===== src/rtl/tdm_seq_pkg.sv =====
package tdm_seq_pkg;

  // Legality of a requested row timing, evaluated on integer copies.
  function automatic logic cfg_ok(int rows, int cyc, int settle, int win,
                                  int max_rows, int max_win);
    return (rows >= 1) && (rows <= max_rows) && (cyc >= 1) &&
           (win >= 1) && (win <= max_win) && (settle + win <= cyc);
  endfunction

  // One loop-integrator step: shifted error added, clamped to the code span.
  function automatic int fll_next(int code, int err, int shift, int code_max);
    int step;
    int sum;
    step = err >>> shift;
    sum  = code + step;
    if (sum < 0)        return 0;
    if (sum > code_max) return code_max;
    return sum;
  endfunction

endpackage


===== src/rtl/tdm_row_timer.sv =====
module tdm_row_timer #(
  parameter int MAX_ROWS   = 48,
  parameter int CYC_W      = 8,
  parameter int MAX_WIN    = 16,
  parameter int DEF_ROWS   = 16,
  parameter int DEF_CYC    = 40,
  parameter int DEF_SETTLE = 24,
  parameter int DEF_WIN    = 16,
  localparam int ROW_W  = $clog2(MAX_ROWS),
  localparam int RCNT_W = $clog2(MAX_ROWS + 1),
  localparam int WIN_W  = $clog2(MAX_WIN + 1)
) (
  input  logic              clk,
  input  logic              rst_n,
  input  logic [RCNT_W-1:0] cfg_rows,
  input  logic [CYC_W-1:0]  cfg_row_cyc,
  input  logic [CYC_W-1:0]  cfg_settle,
  input  logic [WIN_W-1:0]  cfg_win,
  output logic [ROW_W-1:0]  row_idx,
  output logic              frame_start,
  output logic              frame_end,
  output logic              win_active,
  output logic              win_first,
  output logic              win_last,
  output logic [RCNT_W-1:0] act_rows,
  output logic [CYC_W-1:0]  act_cyc,
  output logic [CYC_W-1:0]  act_settle,
  output logic [WIN_W-1:0]  act_win
);
  import tdm_seq_pkg::*;

  localparam int CW1 = CYC_W + 1;

  logic [CYC_W-1:0] cyc_idx;
  logic             row_end;
  logic [CW1-1:0]   win_stop;
  logic             new_ok;

  assign row_end     = (cyc_idx == act_cyc - CYC_W'(1));
  assign frame_end   = row_end && (RCNT_W'(row_idx) == act_rows - RCNT_W'(1));
  assign frame_start = (row_idx == '0) && (cyc_idx == '0);

  assign win_stop   = CW1'(act_settle) + CW1'(act_win);
  assign win_active = (CW1'(cyc_idx) >= CW1'(act_settle)) &&
                      (CW1'(cyc_idx) < win_stop);
  assign win_first  = win_active && (cyc_idx == act_settle);
  assign win_last   = (CW1'(cyc_idx) + CW1'(1)) == win_stop;

  assign new_ok = cfg_ok(int'(cfg_rows), int'(cfg_row_cyc), int'(cfg_settle),
                         int'(cfg_win), MAX_ROWS, MAX_WIN);

  always_ff @(posedge clk or negedge rst_n) begin
    if (!rst_n) begin
      cyc_idx    <= '0;
      row_idx    <= '0;
      act_rows   <= RCNT_W'(DEF_ROWS);
      act_cyc    <= CYC_W'(DEF_CYC);
      act_settle <= CYC_W'(DEF_SETTLE);
      act_win    <= WIN_W'(DEF_WIN);
    end else if (row_end) begin
      cyc_idx <= '0;
      if (frame_end) begin
        row_idx <= '0;
        if (new_ok) begin
          act_rows   <= cfg_rows;
          act_cyc    <= cfg_row_cyc;
          act_settle <= cfg_settle;
          act_win    <= cfg_win;
        end
      end else begin
        row_idx <= row_idx + ROW_W'(1);
      end
    end else begin
      cyc_idx <= cyc_idx + CYC_W'(1);
    end
  end

endmodule


===== src/rtl/tdm_window_integ.sv =====
module tdm_window_integ #(
  parameter int SAMP_W = 12,
  parameter int ACC_W  = 16,
  parameter int ROW_W  = 6
) (
  input  logic                    clk,
  input  logic                    rst_n,
  input  logic                    win_active,
  input  logic                    win_first,
  input  logic                    win_last,
  input  logic [ROW_W-1:0]        row_idx,
  input  logic signed [SAMP_W-1:0] sample,
  output logic                    err_valid,
  output logic [ROW_W-1:0]        err_row,
  output logic signed [ACC_W-1:0] err_value
);
  logic signed [ACC_W-1:0] acc;
  logic signed [ACC_W-1:0] sample_x;
  logic signed [ACC_W-1:0] sum_now;

  assign sample_x = ACC_W'(sample);
  assign sum_now  = win_first ? sample_x : acc + sample_x;

  always_ff @(posedge clk or negedge rst_n) begin
    if (!rst_n) begin
      acc       <= '0;
      err_valid <= 1'b0;
      err_row   <= '0;
      err_value <= '0;
    end else begin
      if (win_active) acc <= sum_now;
      err_valid <= win_last;
      if (win_last) begin
        err_row   <= row_idx;
        err_value <= sum_now;
      end
    end
  end

endmodule


===== src/rtl/tdm_fll_bank.sv =====
module tdm_fll_bank #(
  parameter int MAX_ROWS = 48,
  parameter int ACC_W    = 16,
  parameter int CODE_W   = 14,
  parameter int GAIN_SH  = 2,
  localparam int ROW_W    = $clog2(MAX_ROWS),
  localparam int CODE_MAX = (1 << CODE_W) - 1,
  localparam int CODE_MID = 1 << (CODE_W - 1)
) (
  input  logic                    clk,
  input  logic                    rst_n,
  input  logic                    wr_en,
  input  logic [ROW_W-1:0]        wr_row,
  input  logic signed [ACC_W-1:0] wr_err,
  input  logic [ROW_W-1:0]        rd_row,
  output logic [CODE_W-1:0]       rd_code,
  output logic [CODE_W-1:0]       wr_code
);
  import tdm_seq_pkg::*;

  logic [CODE_W-1:0] code_q [MAX_ROWS];

  assign wr_code = CODE_W'(fll_next(int'(code_q[wr_row]), int'(wr_err),
                                    GAIN_SH, CODE_MAX));
  assign rd_code = code_q[rd_row];

  for (genvar r = 0; r < MAX_ROWS; r++) begin : g_row
    always_ff @(posedge clk or negedge rst_n) begin
      if (!rst_n)
        code_q[r] <= CODE_W'(CODE_MID);
      else if (wr_en && (wr_row == ROW_W'(r)))
        code_q[r] <= wr_code;
    end
  end

endmodule


===== src/rtl/tdm_row_sequencer.sv =====
module tdm_row_sequencer #(
  parameter int MAX_ROWS   = 48,
  parameter int CYC_W      = 8,
  parameter int MAX_WIN    = 16,
  parameter int SAMP_W     = 12,
  parameter int CODE_W     = 14,
  parameter int GAIN_SH    = 2,
  parameter int DEF_ROWS   = 16,
  parameter int DEF_CYC    = 40,
  parameter int DEF_SETTLE = 24,
  parameter int DEF_WIN    = 16,
  localparam int ROW_W  = $clog2(MAX_ROWS),
  localparam int RCNT_W = $clog2(MAX_ROWS + 1),
  localparam int WIN_W  = $clog2(MAX_WIN + 1),
  localparam int ACC_W  = SAMP_W + $clog2(MAX_WIN)
) (
  input  logic                     clk,
  input  logic                     rst_n,
  input  logic [RCNT_W-1:0]        cfg_rows,
  input  logic [CYC_W-1:0]         cfg_row_cyc,
  input  logic [CYC_W-1:0]         cfg_settle,
  input  logic [WIN_W-1:0]         cfg_win,
  input  logic signed [SAMP_W-1:0] adc_sample,
  output logic [MAX_ROWS-1:0]      row_sel,
  output logic                     frame_start,
  output logic                     err_valid,
  output logic [ROW_W-1:0]         err_row,
  output logic signed [ACC_W-1:0]  err_value,
  output logic [CODE_W-1:0]        fb_code
);

  logic [ROW_W-1:0]  row_idx;
  logic              frame_end;
  logic              win_active;
  logic              win_first;
  logic              win_last;
  logic [RCNT_W-1:0] act_rows;
  logic [CYC_W-1:0]  act_cyc;
  logic [CYC_W-1:0]  act_settle;
  logic [WIN_W-1:0]  act_win;
  logic [CODE_W-1:0] upd_code;

  tdm_row_timer #(
    .MAX_ROWS(MAX_ROWS), .CYC_W(CYC_W), .MAX_WIN(MAX_WIN),
    .DEF_ROWS(DEF_ROWS), .DEF_CYC(DEF_CYC),
    .DEF_SETTLE(DEF_SETTLE), .DEF_WIN(DEF_WIN)
  ) u_timer (
    .clk(clk), .rst_n(rst_n),
    .cfg_rows(cfg_rows), .cfg_row_cyc(cfg_row_cyc),
    .cfg_settle(cfg_settle), .cfg_win(cfg_win),
    .row_idx(row_idx), .frame_start(frame_start), .frame_end(frame_end),
    .win_active(win_active), .win_first(win_first), .win_last(win_last),
    .act_rows(act_rows), .act_cyc(act_cyc),
    .act_settle(act_settle), .act_win(act_win)
  );

  tdm_window_integ #(
    .SAMP_W(SAMP_W), .ACC_W(ACC_W), .ROW_W(ROW_W)
  ) u_integ (
    .clk(clk), .rst_n(rst_n),
    .win_active(win_active), .win_first(win_first), .win_last(win_last),
    .row_idx(row_idx), .sample(adc_sample),
    .err_valid(err_valid), .err_row(err_row), .err_value(err_value)
  );

  tdm_fll_bank #(
    .MAX_ROWS(MAX_ROWS), .ACC_W(ACC_W), .CODE_W(CODE_W), .GAIN_SH(GAIN_SH)
  ) u_fll (
    .clk(clk), .rst_n(rst_n),
    .wr_en(err_valid), .wr_row(err_row), .wr_err(err_value),
    .rd_row(row_idx), .rd_code(fb_code), .wr_code(upd_code)
  );

  for (genvar i = 0; i < MAX_ROWS; i++) begin : g_sel
    assign row_sel[i] = (row_idx == ROW_W'(i));
  end

endmodule


===== config.mk =====
export PLATFORM = sky130hd
export DESIGN_NAME = tdm_row_sequencer
export DESIGN_NICKNAME = d
export VERILOG_FILES = /design/src/rtl/tdm_seq_pkg.sv /design/src/rtl/tdm_row_timer.sv /design/src/rtl/tdm_window_integ.sv /design/src/rtl/tdm_fll_bank.sv /design/src/rtl/tdm_row_sequencer.sv
export SDC_FILE = /design/constraint.sdc
export NUM_CORES = 2
export LEC_CHECK = 0
export BUFFER_PORTS_ARGS = -buffer_cell sky130_fd_sc_hd__buf_2
export CAP_MARGIN = 10
export CORE_MARGIN = 4
export CORE_UTILIZATION = 60
export CTS_BUF_LIST = sky130_fd_sc_hd__clkbuf_8
export CTS_CLUSTER_SIZE = 8
export DETAILED_ROUTE_END_ITERATION = 8
export PLACE_DENSITY_LB_ADDON = 0.2
export RECOVER_POWER = 25
export SYNTH_ARGS = -nofsm -noshare
export SYNTH_HDL_FRONTEND = slang
export SYNTH_SLANG_ARGS = --single-unit

===== constraint.sdc =====
create_clock -name clk -period 7.74 [get_ports clk]
set_input_delay 0 -clock clk [delete_from_list [all_inputs] [get_ports clk]]
set_output_delay 0 -clock clk [all_outputs]
set_load 0.005 [all_outputs]

; Word level (Yosys, flattened, before mapping)
; Cells that the tools add are included.
[word_totals]
regBits = 752
elab_cells = 255
output_inout_bits = 86
[op_classes]
n_addsub = 9
muxes = 15
reduce_logical = 61
n_eq_ne = 98
order_cmp = 12
bitwise_logic = 2
[ops]
columns = operator, n
row1 = $eq A6 B5 Y1 const B, 32
row2 = $eq A6 B6 Y1 const B, 32
row3 = $bmux W14 S6, 2
row4 = $mux W14, 7
row5 = $eq A6 B4 Y1 const B, 16
row6 = $logic_and A1 B1 Y1, 57
row7 = $eq A6 B3 Y1 const B, 8
row8 = $le A32 B9 Y1, 1
row9 = $eq A6 B2 Y1 const B, 4
row10 = $add A8 B5 Y9, 2
row11 = $add A15 B14 Y16, 1
row12 = $add A16 B12 Y16, 1
row13 = $eq A8 B8 Y1, 2
row14 = $gt A16 B15 Y1 const B, 1
row15 = $lt A16 B1 Y1 const B, 1
row16 = $mux W16, 1
row17 = $ge A7 B7 Y1 const B, 2
row18 = $not A6 Y7, 2
row19 = $eq A6 B1 Y1 const B, 2
row20 = $logic_not A6 Y1, 2
row21 = $add A8 B1 Y9 const B, 1
row22 = $eq A9 B9 Y1, 1
row23 = $lt A8 B9 Y1, 1
row24 = $add A8 B1 Y8 const B, 1
row25 = 15 further kinds, 17

; Depth between registers and ports, before layout
[depth]
ltp_word = 10
mapped_depth = 21

; By module
; Synthesis repeated with hierarchy kept, for this count alone.
[hier_totals]
cells_unflattened = 3732
hier_area_um2 = 41841.4
[modules_own_cells]
columns = mod, instances, area_per_inst_um2, cells_each
row1 = tdm_fll_bank, 1, 35456.5, 3037
row2 = tdm_row_timer, 1, 3439.5, 344
row3 = tdm_window_integ, 1, 2544.9, 279
row4 = tdm_row_sequencer, 1, 400.4, 72

; Worst setup path before layout
; Ideal clock, no wire load.
[synth_path]
path_kind = reg-to-reg
startpoint = reg u_integ.err_row[0]
endpoint = reg u_fll.code_q[521] in the netlist's numbering
arrival_time_ns = 4.990
path_slack_ns = 2.668
path_stages_with_launch = 22
setup_time_ns = 0.083
synth_period_minus_slack_ns = 5.072
path_buffers = 6
path_cell_list = dfrtp_1 clkbuf_1 buf_2 buf_1 mux4_2 mux4_2 mux2i_1 o22ai_1 ha_1 inv_1 fa_1 and2b_4 o31a_1 o21a_1 a31oi_2 o21bai_1 or3_1 buf_6 o311a_1 buf_2 clkbuf_2 o21ai_0
[synth_between]
elab_chain_len = 10
elab_cells_between_ends = 15
[synth_lines]
columns = element, line_no
row1 = start: declaration, tdm_window_integ.sv:14  ; output logic [ROW_W-1:0] err_row,
row2 = start signal: assignment, tdm_window_integ.sv:34  ; err_row <= row_idx;
row3 = $not A6 Y7 (implied by the code), tdm_fll_bank.sv:23  ; assign wr_code = CODE_W'(fll_next(int'(code_q[wr_row]), int'(wr_err),
row4 = $bmux W14 S6, tdm_fll_bank.sv:23
row5 = $mux W14 (implied by the code) (2 in series), tdm_fll_bank.sv:23
row6 = $add A15 B14 Y16, tdm_seq_pkg.sv:15  ; sum = code + step;
row7 = $gt A16 B15 Y1, tdm_seq_pkg.sv:17  ; if (sum > code_max) return code_max;
row8 = $mux W1 (2 in series), tdm_seq_pkg.sv:17
row9 = $mux W14, tdm_seq_pkg.sv:18  ; return sum;
row10 = $mux W14, tdm_seq_pkg.sv:17
row11 = end signal: indexed assignment, tdm_fll_bank.sv:30  ; code_q[r] <= CODE_W'(CODE_MID);
row12 = end signal: indexed assignment, tdm_fll_bank.sv:32  ; code_q[r] <= wr_code;
row13 = end: declaration, tdm_fll_bank.sv:21  ; logic [CODE_W-1:0] code_q [MAX_ROWS];
; Parallel ways exist; a longest one is shown, timed or not. The select of a mux whose other input is x is not followed.
; A chain may end at the register's enable or synchronous reset.

; Worst setup path in the final report
[layout_path]
startpoint = reg u_integ.err_row[0]
endpoint = reg u_fll.code_q[116] in the netlist's numbering
; The elaborated chain is that of the path after synthesis.

==> out/results.tsv <==
metric	value	unit
status	finished with violations	
violations	capacitance limit, slew limit	
area_growth	11.4	%
synthXorXnorAreaFrac	1.27	%
finalCritPeriodShare	77.4	%
filler_cell_count	4859	
cts_tree	built	
cts_sinks	752	
die-area	0.0729	sq mm
hold_viol	0	
yosys_warnings	0	
cts_made_buffers	133	
rsz0062_at_grt	no	
synth.area.mux_share	25.4	%
power_density	171	mW/mm^2
ys_ff_latch	752	
grt_pass1_vias	32500	
synth_top_family_by_area	multiplexers	
critPathMaxFanout	55	
setup_viol_count_final	0	
grt_max_degree	180	
start_util	60.9	%
gp_congestion	0.901	
wl_per_cell	25.9	um
tightest_slew	4500	ps
grt_overflow	0	
hold_class	input port to flip-flop	
finalWirelength	123	mm
syn_inst	3647	
r2r_cells	16	
critPathLaunchType	flip-flop	
die_w	270	um
core	0.0676	sq mm
syn_avg_cell_area	11.3	sq um
cp.arrival	6650	ps
yosys.area.top_type	dfrtp_1	
yosys-top-cells-area	dfrtp_1, mux4_2, o21ai_0	
synthesis.area	0.0412	sq mm
final_cells	4752	
cp.required	8400	ps
worst_ir_drop_vdd	0.166	mV
h-tree-depth	4	
period_minus_slack	5990	ps
clock_path_buffers	3	
post-route-util	67.8	%
cp-end-kind	flip-flop	
ctsRootBufferMaster	clkbuf_8	
track_usage	34.2	%
syn_nets	3764	
ant_nets	0	
num_rows	95	
antenna_found_initial	4	
p_leak	19.3	nW
fin_tns_setup	0	ps
detailed_place_hpwl	75.6	mm
dp_slack	1820	ps
cts_setup_buffers	0	
ys_types	77	
die_h	270	um
ys_seq_area_share	45.9	%
finalNetCount	3885	
synth_fa_ha_area_share	2.38	%
drive_above_1_share	24.5	%
grt_pass1_wl	191	mm
layout_setup_ws	1750	ps
synth_compound_area_share	11.5	%
num_io_pins	127	
drtPass1Iterations	6	
clock_latency	810	ps
holdPathStages	3	
ctsResizeCount	0	
viasPerCell	6.68	
slew_headroom	-200	%
clock_skew	51.6	ps
vias	31756	
drc	0	
yosys.area_share.simple	9.84	%
placedCellCount	4441	
drt_iter0_markers	3624	
slew_viol_final	438	
numPortBuffers	126	
fmax	167	MHz
synth_flop_cell	dfrtp_1	
netlist.area_leader.share	42.4	%
hold_buffers	65	
clk_pin_slew	60	ps
critPathKind	flip-flop to flip-flop	
async_flop_share	100	%
synth_edf_count	0	
maxCapViolations	6	
## cell usage in the layout (no fill, tap or decap), drive strengths merged, types with 6 or more instances in the layout
cell type,netlist,routed
o22ai,28,28
mux4,418,418
nand3,19,19
buf,72,208
nand4,6,6
a21o,12,12
o21a,13,13
nand2,778,778
dfrtp,698,698
xor2,22,22
dlygate4sd3,0,64
a211oi,10,10
nor3,23,23
nand2b,17,17
clkinv,0,15
inv,72,137
mux2,49,49
or3,6,6
xnor2,35,35
nor2b,11,11
o21ai,720,720
o21bai,7,7
nor2,100,100
ha,72,72
a21oi,40,40
dfstp,54,54
clkbuf,232,177
mux2i,44,44
nor4,7,7
and3,10,10
## power by group
| group | total (mW) | switching, mW | internal (mW) |
|---|---|---|---|
| sequential | 3.94 | 0.00120 | 3.94 |
| combinational | 0.222 | 0.146 | 0.0758 |
| clock | 3.68 | 1.73 | 1.95 |
## worst paths after layout
path / slack [ps] / from / to
max in group asynchronous: 2260 / rst_n / u_fll.code_q[621]$_DFFE_PN0P_
max: 1750 / u_integ.err_row[0]$_DFFE_PN0P_ / u_fll.code_q[116]$_DFFE_PN0P_
min: 50 / cfg_settle[5] / u_timer.act_settle[5]$_DFFE_PN0P_
min in group asynchronous: 1130 / rst_n / u_fll.code_q[87]$_DFFE_PN0P_
min reg2reg: 490 / u_fll.code_q[391]$_DFFE_PN1P_ / u_fll.code_q[391]$_DFFE_PN1P_
max reg2reg: 1750 / u_integ.err_row[0]$_DFFE_PN0P_ / u_fll.code_q[116]$_DFFE_PN0P_
## flip-flops by register name (all words and copies together), names as in the netlist
| register | flops |
|---|---|
| u_integ.err_valid | 1 |
| u_timer.cyc_idx | 8 |
| u_timer.act_settle | 8 |
| u_timer.row_idx | 6 |
| u_timer.act_win | 5 |
| u_timer.act_cyc | 8 |
| u_timer.act_rows | 6 |
| u_integ.err_row | 6 |
| u_integ.err_value | 16 |
| u_integ.acc | 16 |
| u_fll.code_q | 672 |
## final cells by class
cell class	count	area, sq um	area share [%]
Sequential cell	752	18900	41.2
Inverter	72	270	0.589
Tap cell	873	1090	2.38
Clock buffer	159	2190	4.77
Timing Repair Buffer	290	2110	4.59
Clock inverter	85	469	1.02
Multi-Input combinational cell	2519	20800	45.4
Antenna cell	2	5.00	0.0109
## per-layer routing
metal  wire (um)  global-route usage [%]  part of all wire (%)
met5          13                       0                 0.011
met4        6630                    17.3                   5.4
met3       12800                    8.95                    10
met2       57800                    53.6                    47
met1       45700                    44.8                    37
## metrics by stage
step	hold slack [ps]	area (sq um)	total power [mW]
6_report	46.9	45900	7.84
5_1_grt	52.4	45800	8.09
4_1_cts	0.985	45900	7.88
3_5_place_dp	179	42600	4.20
3_3_place_gp	146	42600	4.19
2_1_floorplan	-296	41200	4.08
## Yosys cell counts, drive strengths merged (5+ instances only)
master    n
o21bai    7
nand3b    5
nor2b    11
a211oi   10
or3       6
a21oi    40
and3     10
ha       72
o211a     5
o21a     13
mux2     49
o21ai   720
a31oi     5
o22ai    28
buf      72
nand2b   17
nand3    19
nand4     6
nor3     23
dfrtp   698
nor2    100
dfstp    54
xor2     22
clkbuf  232
mux4    418
mux2i    44
inv      72
nand2   778
xnor2    35
nor4      7
a21o     12
## worst max-delay path: stages, from the launching register on
cell	delay [ps]
dfrtp_4	840
buf_12	490
mux4_2	590
mux4_2	490
mux2i_1	210
o22ai_1	220
ha_1	410
o21ai_0	110
nand2b_1	100
a31oi_2	160
o21ai_2	350
a31oi_4	170
a211oi_2	470
buf_4	240
o311a_1	270
buf_4	450
o21ai_0	210
## cells by family (layout without fill, tap and decap cells)
| family | Yosys count | after routing |
|---|---|---|
| compound gates | 877 | 877 |
| other cells | 0 | 2 |
| mux | 511 | 511 |
| fa+ha+maj | 76 | 76 |
| xor+xnor | 58 | 58 |
| flops | 752 | 752 |
| simple gates | 997 | 997 |
| buf+inv | 376 | 606 |
Power figures use the tool's default switching activity.
